<file path="config.mk">
export PLATFORM = sky130hd
export DESIGN_NAME = hart_tmr_swi
export DESIGN_NICKNAME = d
export VERILOG_FILES = /design/src/rtl/hts_pkg.sv /design/src/rtl/hts_decode.sv /design/src/rtl/hts_counter.sv /design/src/rtl/hts_hart_slot.sv /design/src/rtl/hart_tmr_swi.sv
export SDC_FILE = /design/constraint.sdc
export NUM_CORES = 1
export LEC_CHECK = 0
export BUFFER_PORTS_ARGS = -buffer_cell sky130_fd_sc_hd__buf_2
export CORE_MARGIN = 2
export CORE_UTILIZATION = 62
export CTS_CLUSTER_DIAMETER = 50
export CTS_CLUSTER_SIZE = 25
export DETAILED_ROUTE_END_ITERATION = 8
export HOLD_SLACK_MARGIN = 0.15
export PLACE_DENSITY_LB_ADDON = 0.1
export SYNTH_ARGS = -nofsm -noshare
export SYNTH_HDL_FRONTEND = slang
export SYNTH_SLANG_ARGS = --single-unit
</file>
<file path="constraint.sdc">
create_clock -name clk_i -period 4.1 [get_ports clk_i]
set_clock_uncertainty 0.05 [all_clocks]
set_input_delay 0.82 -clock clk_i [delete_from_list [all_inputs] [get_ports clk_i]]
set_output_delay 0.82 -clock clk_i [all_outputs]
set_load 0.02 [all_outputs]
</file>
<file path="src/rtl/hts_pkg.sv">
package hts_pkg;
  localparam int unsigned BUS_W  = 32;
  localparam int unsigned BE_W   = BUS_W / 8;
  localparam int unsigned TIME_W = 64;

  localparam int unsigned SWI_BASE = 32'h0000;
  localparam int unsigned CMP_BASE = 32'h4000;
  localparam int unsigned CNT_LO   = 32'hBFF8;
  localparam int unsigned CNT_HI   = 32'hBFFC;

  function automatic logic [BUS_W-1:0] merge_be(logic [BUS_W-1:0] old_v,
                                                logic [BUS_W-1:0] new_v,
                                                logic [BE_W-1:0]  be);
    logic [BUS_W-1:0] res;
    res = old_v;
    for (int b = 0; b < BE_W; b++)
      if (be[b]) res[b*8 +: 8] = new_v[b*8 +: 8];
    return res;
  endfunction
endpackage

</file>
<file path="src/rtl/hts_decode.sv">
module hts_decode
  import hts_pkg::*;
#(
  parameter int unsigned NUM_HARTS = 2,
  parameter int unsigned ADDR_W    = 16
) (
  input  logic [ADDR_W-1:0]    addr_i,
  output logic [NUM_HARTS-1:0] swi_sel_o,
  output logic [NUM_HARTS-1:0] cmp_lo_sel_o,
  output logic [NUM_HARTS-1:0] cmp_hi_sel_o,
  output logic                 cnt_lo_sel_o,
  output logic                 cnt_hi_sel_o,
  output logic                 hit_o
);
  for (genvar h = 0; h < NUM_HARTS; h++) begin : g_hart
    assign swi_sel_o[h]    = addr_i == ADDR_W'(SWI_BASE + 4 * h);
    assign cmp_lo_sel_o[h] = addr_i == ADDR_W'(CMP_BASE + 8 * h);
    assign cmp_hi_sel_o[h] = addr_i == ADDR_W'(CMP_BASE + 8 * h + 4);
  end

  assign cnt_lo_sel_o = addr_i == ADDR_W'(CNT_LO);
  assign cnt_hi_sel_o = addr_i == ADDR_W'(CNT_HI);
  assign hit_o = (|swi_sel_o) | (|cmp_lo_sel_o) | (|cmp_hi_sel_o)
               | cnt_lo_sel_o | cnt_hi_sel_o;
endmodule

</file>
<file path="src/rtl/hts_counter.sv">
module hts_counter
  import hts_pkg::*;
(
  input  logic              clk_i,
  input  logic              rst_ni,
  input  logic              tick_i,
  input  logic              wr_lo_i,
  input  logic              wr_hi_i,
  input  logic [BUS_W-1:0]  wdata_i,
  input  logic [BE_W-1:0]   be_i,
  output logic [TIME_W-1:0] cnt_o
);
  logic [TIME_W-1:0] cnt_q;

  always_ff @(posedge clk_i or negedge rst_ni) begin
    if (!rst_ni) begin
      cnt_q <= '0;
    end else if (wr_lo_i || wr_hi_i) begin
      // a software load overrides the tick for that cycle
      if (wr_lo_i) cnt_q[BUS_W-1:0]      <= merge_be(cnt_q[BUS_W-1:0], wdata_i, be_i);
      if (wr_hi_i) cnt_q[TIME_W-1:BUS_W] <= merge_be(cnt_q[TIME_W-1:BUS_W], wdata_i, be_i);
    end else if (tick_i) begin
      cnt_q <= cnt_q + TIME_W'(1);
    end
  end

  assign cnt_o = cnt_q;

  p_cnt_step_r4: assert property (@(posedge clk_i) disable iff (!rst_ni)
    (tick_i && !wr_lo_i && !wr_hi_i) |=> cnt_o == $past(cnt_o) + TIME_W'(1));

  p_cnt_hold_r4: assert property (@(posedge clk_i) disable iff (!rst_ni)
    (!tick_i && !wr_lo_i && !wr_hi_i) |=> $stable(cnt_o));
endmodule

</file>
<file path="src/rtl/hts_hart_slot.sv">
module hts_hart_slot
  import hts_pkg::*;
(
  input  logic              clk_i,
  input  logic              rst_ni,
  input  logic [TIME_W-1:0] cnt_i,
  input  logic              swi_wr_i,
  input  logic              swi_d_i,
  input  logic              cmp_wr_lo_i,
  input  logic              cmp_wr_hi_i,
  input  logic [BUS_W-1:0]  wdata_i,
  input  logic [BE_W-1:0]   be_i,
  output logic [TIME_W-1:0] cmp_o,
  output logic              swi_o,
  output logic              tip_o
);
  logic [TIME_W-1:0] cmp_q;
  logic              swi_q;

  always_ff @(posedge clk_i or negedge rst_ni) begin
    if (!rst_ni) begin
      cmp_q <= '1;
      swi_q <= 1'b0;
    end else begin
      if (cmp_wr_lo_i) cmp_q[BUS_W-1:0]      <= merge_be(cmp_q[BUS_W-1:0], wdata_i, be_i);
      if (cmp_wr_hi_i) cmp_q[TIME_W-1:BUS_W] <= merge_be(cmp_q[TIME_W-1:BUS_W], wdata_i, be_i);
      if (swi_wr_i)    swi_q <= swi_d_i;
    end
  end

  assign cmp_o = cmp_q;
  assign swi_o = swi_q;
  assign tip_o = cnt_i >= cmp_q;

  p_swi_follow_r2: assert property (@(posedge clk_i) disable iff (!rst_ni)
    swi_wr_i |=> swi_o == $past(swi_d_i));

  p_swi_hold_r2: assert property (@(posedge clk_i) disable iff (!rst_ni)
    !swi_wr_i |=> $stable(swi_o));

  p_cmp_hold_r3: assert property (@(posedge clk_i) disable iff (!rst_ni)
    !(cmp_wr_lo_i || cmp_wr_hi_i) |=> $stable(cmp_o));
endmodule

</file>
<file path="src/rtl/hart_tmr_swi.sv">
module hart_tmr_swi
  import hts_pkg::*;
#(
  parameter int unsigned NUM_HARTS = 2,
  parameter int unsigned ADDR_W    = 16
) (
  input  logic                 clk_i,
  input  logic                 rst_ni,
  input  logic                 tick_i,
  input  logic [ADDR_W-1:0]    addr_i,
  input  logic                 we_i,
  input  logic [31:0]          wdata_i,
  input  logic [3:0]           be_i,
  output logic [31:0]          rdata_o,
  output logic [NUM_HARTS-1:0] tip_o,
  output logic [NUM_HARTS-1:0] sip_o
);
  logic [NUM_HARTS-1:0] swi_sel, cmp_lo_sel, cmp_hi_sel;
  logic                 cnt_lo_sel, cnt_hi_sel, hit;
  logic [TIME_W-1:0]    cnt;
  logic [TIME_W-1:0]    cmp_q [NUM_HARTS];

  hts_decode #(.NUM_HARTS(NUM_HARTS), .ADDR_W(ADDR_W)) u_dec (
    .addr_i       (addr_i),
    .swi_sel_o    (swi_sel),
    .cmp_lo_sel_o (cmp_lo_sel),
    .cmp_hi_sel_o (cmp_hi_sel),
    .cnt_lo_sel_o (cnt_lo_sel),
    .cnt_hi_sel_o (cnt_hi_sel),
    .hit_o        (hit)
  );

  hts_counter u_cnt (
    .clk_i   (clk_i),
    .rst_ni  (rst_ni),
    .tick_i  (tick_i),
    .wr_lo_i (we_i && cnt_lo_sel),
    .wr_hi_i (we_i && cnt_hi_sel),
    .wdata_i (wdata_i),
    .be_i    (be_i),
    .cnt_o   (cnt)
  );

  for (genvar h = 0; h < NUM_HARTS; h++) begin : g_slot
    hts_hart_slot u_slot (
      .clk_i       (clk_i),
      .rst_ni      (rst_ni),
      .cnt_i       (cnt),
      .swi_wr_i    (we_i && swi_sel[h] && be_i[0]),
      .swi_d_i     (wdata_i[0]),
      .cmp_wr_lo_i (we_i && cmp_lo_sel[h]),
      .cmp_wr_hi_i (we_i && cmp_hi_sel[h]),
      .wdata_i     (wdata_i),
      .be_i        (be_i),
      .cmp_o       (cmp_q[h]),
      .swi_o       (sip_o[h]),
      .tip_o       (tip_o[h])
    );
  end

  always_comb begin
    rdata_o = '0;
    if (cnt_lo_sel) rdata_o = cnt[BUS_W-1:0];
    if (cnt_hi_sel) rdata_o = cnt[TIME_W-1:BUS_W];
    for (int h = 0; h < NUM_HARTS; h++) begin
      if (swi_sel[h])    rdata_o = {{(BUS_W-1){1'b0}}, sip_o[h]};
      if (cmp_lo_sel[h]) rdata_o = cmp_q[h][BUS_W-1:0];
      if (cmp_hi_sel[h]) rdata_o = cmp_q[h][TIME_W-1:BUS_W];
    end
  end

  p_unmapped_zero_r8: assert property (@(posedge clk_i) disable iff (!rst_ni)
    !hit |-> rdata_o == '0);

  p_sel_onehot_r3: assert property (@(posedge clk_i) disable iff (!rst_ni)
    $onehot0({swi_sel, cmp_lo_sel, cmp_hi_sel, cnt_lo_sel, cnt_hi_sel}));
endmodule

</file>
==> results.py <==
metrics = {
    "pwr": {
        "max-vdd-ir-drop_mv": 0.197,
        "combPwrFrac": 0.133,
        "p_per_area_nw_per_um2": 286,
        "seqPwrFrac": 0.488,
        "power_w": 0.00431,
        "p_sw_frac": 0.303,
        "power_switching_w": 0.00131,
        "p_int_w": 0.00301,
        "p_leak_nw": 6.48,
        "clockPowerShare": 0.379,
    },
    "setup_path": {
        "rr_startpoint": "u_cnt.cnt_o[1]",
        "worst-setup-path-type": "reg -> out",
        "r2r_cells": 7,
        "timing.rr.end": "u_cnt.cnt_o[58]",
        "cp-end-kind": "output pin",
        "crit_fanout": 3,
        "reg2reg_slack_ns": 1.19,
        "cp.arrival_ns": 3.11,
        "worst_ep_required_time_ns": 3.23,
        "startpoint_type": "flip-flop",
    },
    "synthesis": {
        "syn_avg_cell_area_um2": 9.31,
        "synth.ff_latch_count": 194,
        "syn_nets": 1664,
        "syn_area_um2": 13800,
        "synth_top_area_cell": "dfstp_2",
        "yosys-top-cells-area": "dfstp_2 (24%), dfrtp_1 (12%), ha_1 (12%)",
        "syn-instance-count": 1479,
        "async_flop_share": 1.00,
        "synth_ff_type": "dfstp_2",
        "ys_seq_area_frac": 0.364,
        "ys_warn_count": 0,
        "synth_top_area_frac": 0.244,
        "synth_edf_count": 0,
        "synth_cell_type_count": 73,
    },
    "clock_tree": {
        "clockBufferDepth": 2,
        "clk_pin_slew_ns": 0.08,
        "cts_made_buffers": 17,
        "root_buffer": "clkbuf_16",
        "cts.htree.levels": 4,
        "insertion_delay_ns": 0.44,
        "cts_tree": "done",
        "numClockSinks": 194,
    },
    "die": {
        "coreArea_um2": 21800,
        "die_w_um": 153,
        "die_y_um": 153,
        "fp-row-count": 54,
        "ios": 92,
        "die-area_um2": 23400,
        "start_util": 0.631,
    },
    "finish": {
        "layout_commonest_cell": "inv_1",
        "fillers": 1781,
        "final_nets": 1730,
        "diodes": 0,
        "area_growth_pct": 9.67,
        "layout_common_cells": "inv_1 (140), nand2_1 (138), a21oi_1 (130), ha_1 (129), dfstp_2 (128)",
        "drive_gt1_frac": 0.258,
        "area.sequential_um2": 5010,
        "multiInputGateArea_um2": 7900,
    },
    "run_status": {
        "run_status": "finished, final reports clean",
    },
    "sta": {
        "fin_crit_sh": 0.971,
        "fin_crit_ns": 3.98,
        "fin_tns_setup_ns": 0,
        "rsz0062_at_grt": "no",
        "max_freq_mhz": 251,
        "slew_violations": 0,
        "slew_headroom": 0.157,
        "finalHoldViolations": 0,
        "finalSetupViolations": 0,
        "tightest_slew_ns": 1.26,
    },
    "drt": {
        "vias": 12389,
        "wirelength_um": 41700,
        "drc": 0,
        "first_pass_iters": 8,
        "postRouteAntennaNets": 0,
        "post_drt_wl_per_cell_um": 22.7,
        "first_iter_violations": 1334,
        "via_per_inst": 6.74,
    },
    "placement": {
        "port_buffers": 91,
        "dp_hpwl_um": 30000,
        "finalWeightedCongestion": 0.957,
    },
    "hold_path": {
        "hold_path_class": "in -> async",
    },
    "global_route": {
        "gr-usage-all-layers": 0.356,
        "grt_antenna_before_repair": 0,
        "grt_pass1_vias": 11867,
        "grt-ovfl-total": 0,
        "grt_max_degree": 87,
        "grt_pass1_wl_um": 65600,
    },
    "flow_run": {
        "drv_cap": 0,
    },
}
layout make-up:
| class | instances | share of cell area |
|---|---|---|
| clock buffer | 18 | 0.0291 |
| clock inverter | 13 | 0.00845 |
| inverter | 140 | 0.0348 |
| multi-input combinational | 1068 | 0.523 |
| sequential | 194 | 0.332 |
| tap | 280 | 0.0232 |
| timing repair buffer | 124 | 0.0496 |
synthesized netlist by cell type (all sizes together), types with 5 or more instances:
| cell type | count |
|---|---|
| and4 | 9 |
| nor4 | 14 |
| a2bb2oi | 5 |
| nand3 | 60 |
| nor2 | 53 |
| o211ai | 36 |
| dfstp | 128 |
| clkbuf | 43 |
| o21a | 7 |
| inv | 140 |
| mux2i | 34 |
| a211oi | 5 |
| buf | 34 |
| nor3 | 23 |
| a222oi | 31 |
| or3 | 6 |
| a21o | 18 |
| nand2 | 139 |
| o22ai | 32 |
| and3 | 20 |
| nand4 | 40 |
| mux2 | 99 |
| o22a | 10 |
| nor3b | 5 |
| a31oi | 13 |
| dfrtp | 66 |
| o41ai | 6 |
| ha | 129 |
| a22oi | 6 |
| o21ai | 77 |
| a21oi | 130 |
power by group through the flow:
stage	clock, W	combinational, W	sequential [W]
2_1_floorplan	0	0.000338	0.00209
3_3_place_gp	0	0.000541	0.00213
3_5_place_dp	0	0.000559	0.00213
4_1_cts	0.00166	0.000565	0.00210
5_1_grt	0.00172	0.000639	0.00211
6_report	0.00164	0.000573	0.00210
worst max-delay path by stage:
stage | start | end | cells past startpoint
finish | g_slot[0].u_slot.cmp_o[49] | tip_o[0] | 9
global route | g_slot[0].u_slot.cmp_o[59] | tip_o[0] | 9
CTS | g_slot[0].u_slot.cmp_o[59] | tip_o[0] | 9
detailed placement | addr_i[4] | rdata_o[19] | 9
global placement | addr_i[4] | rdata_o[20] | 9
floorplan | addr_i[4] | rdata_o[23] | 8
what timing repair did:
| action | in CTS | in global routing |
|---|---|---|
| buffers inserted | 0 | 0 |
| resized for setup | 0 | 4 |
| endpoints found under the setup margin | 0 | 1 |
| hold buffers | 0 | 0 |
registers in the layout, indices dropped and copies added, names as in the netlist:
register,flops
g_slot.u_slot.swi_o,2
g_slot.u_slot.cmp_o,128
u_cnt.cnt_o,64
layer usage:
metal | vias to the layer above | GRT usage | part of all wire
met5 | - | 0 | 0
met4 | 0 | 0.126 | 0.032
met3 | 93 | 0.0712 | 0.092
met2 | 656 | 0.561 | 0.46
met1 | 6005 | 0.490 | 0.41
li1 | 5635 | - | -
kinds of logic (layout without fill, tap and decap cells):
family,Yosys count,in the layout,share of synthesized area
AO/OA/AOI/OAI,421,421,0.200
adder cells (fa/ha/maj),129,129,0.117
buffers and inverters,217,295,0.0656
flip-flops,194,194,0.364
multiplexers,133,133,0.106
AND/OR/NAND/NOR,385,385,0.148
metrics by stage:
stage | setup slack [ns] | hold slack [ns] | std cells | instance area [µm²] | util
CTS | 0.0293 | 0.357 | 1837 | 15100 | 0.691
global route | 0.0405 | 0.376 | 1837 | 15100 | 0.692
finish | 0.117 | 0.348 | 1837 | 15100 | 0.692
floorplan | 0.679 | 0.436 | 1479 | 13800 | -
global placement | 0.414 | 0.448 | 1806 | 14500 | 0.665
detailed placement | 0.376 | 0.461 | 1806 | 14500 | 0.665
worst max-delay path, cell delays in order (launching register included):
cell      delay [ns]
dfstp_2         0.55
inv_1           0.04
ha_1            0.29
a211o_1         0.14
o211ai_1        0.12
a31oi_1         0.43
nor2_1          0.12
o41ai_2         0.56
o31a_1          0.24
buf_2           0.17
Power figures use the tool's default switching activity.
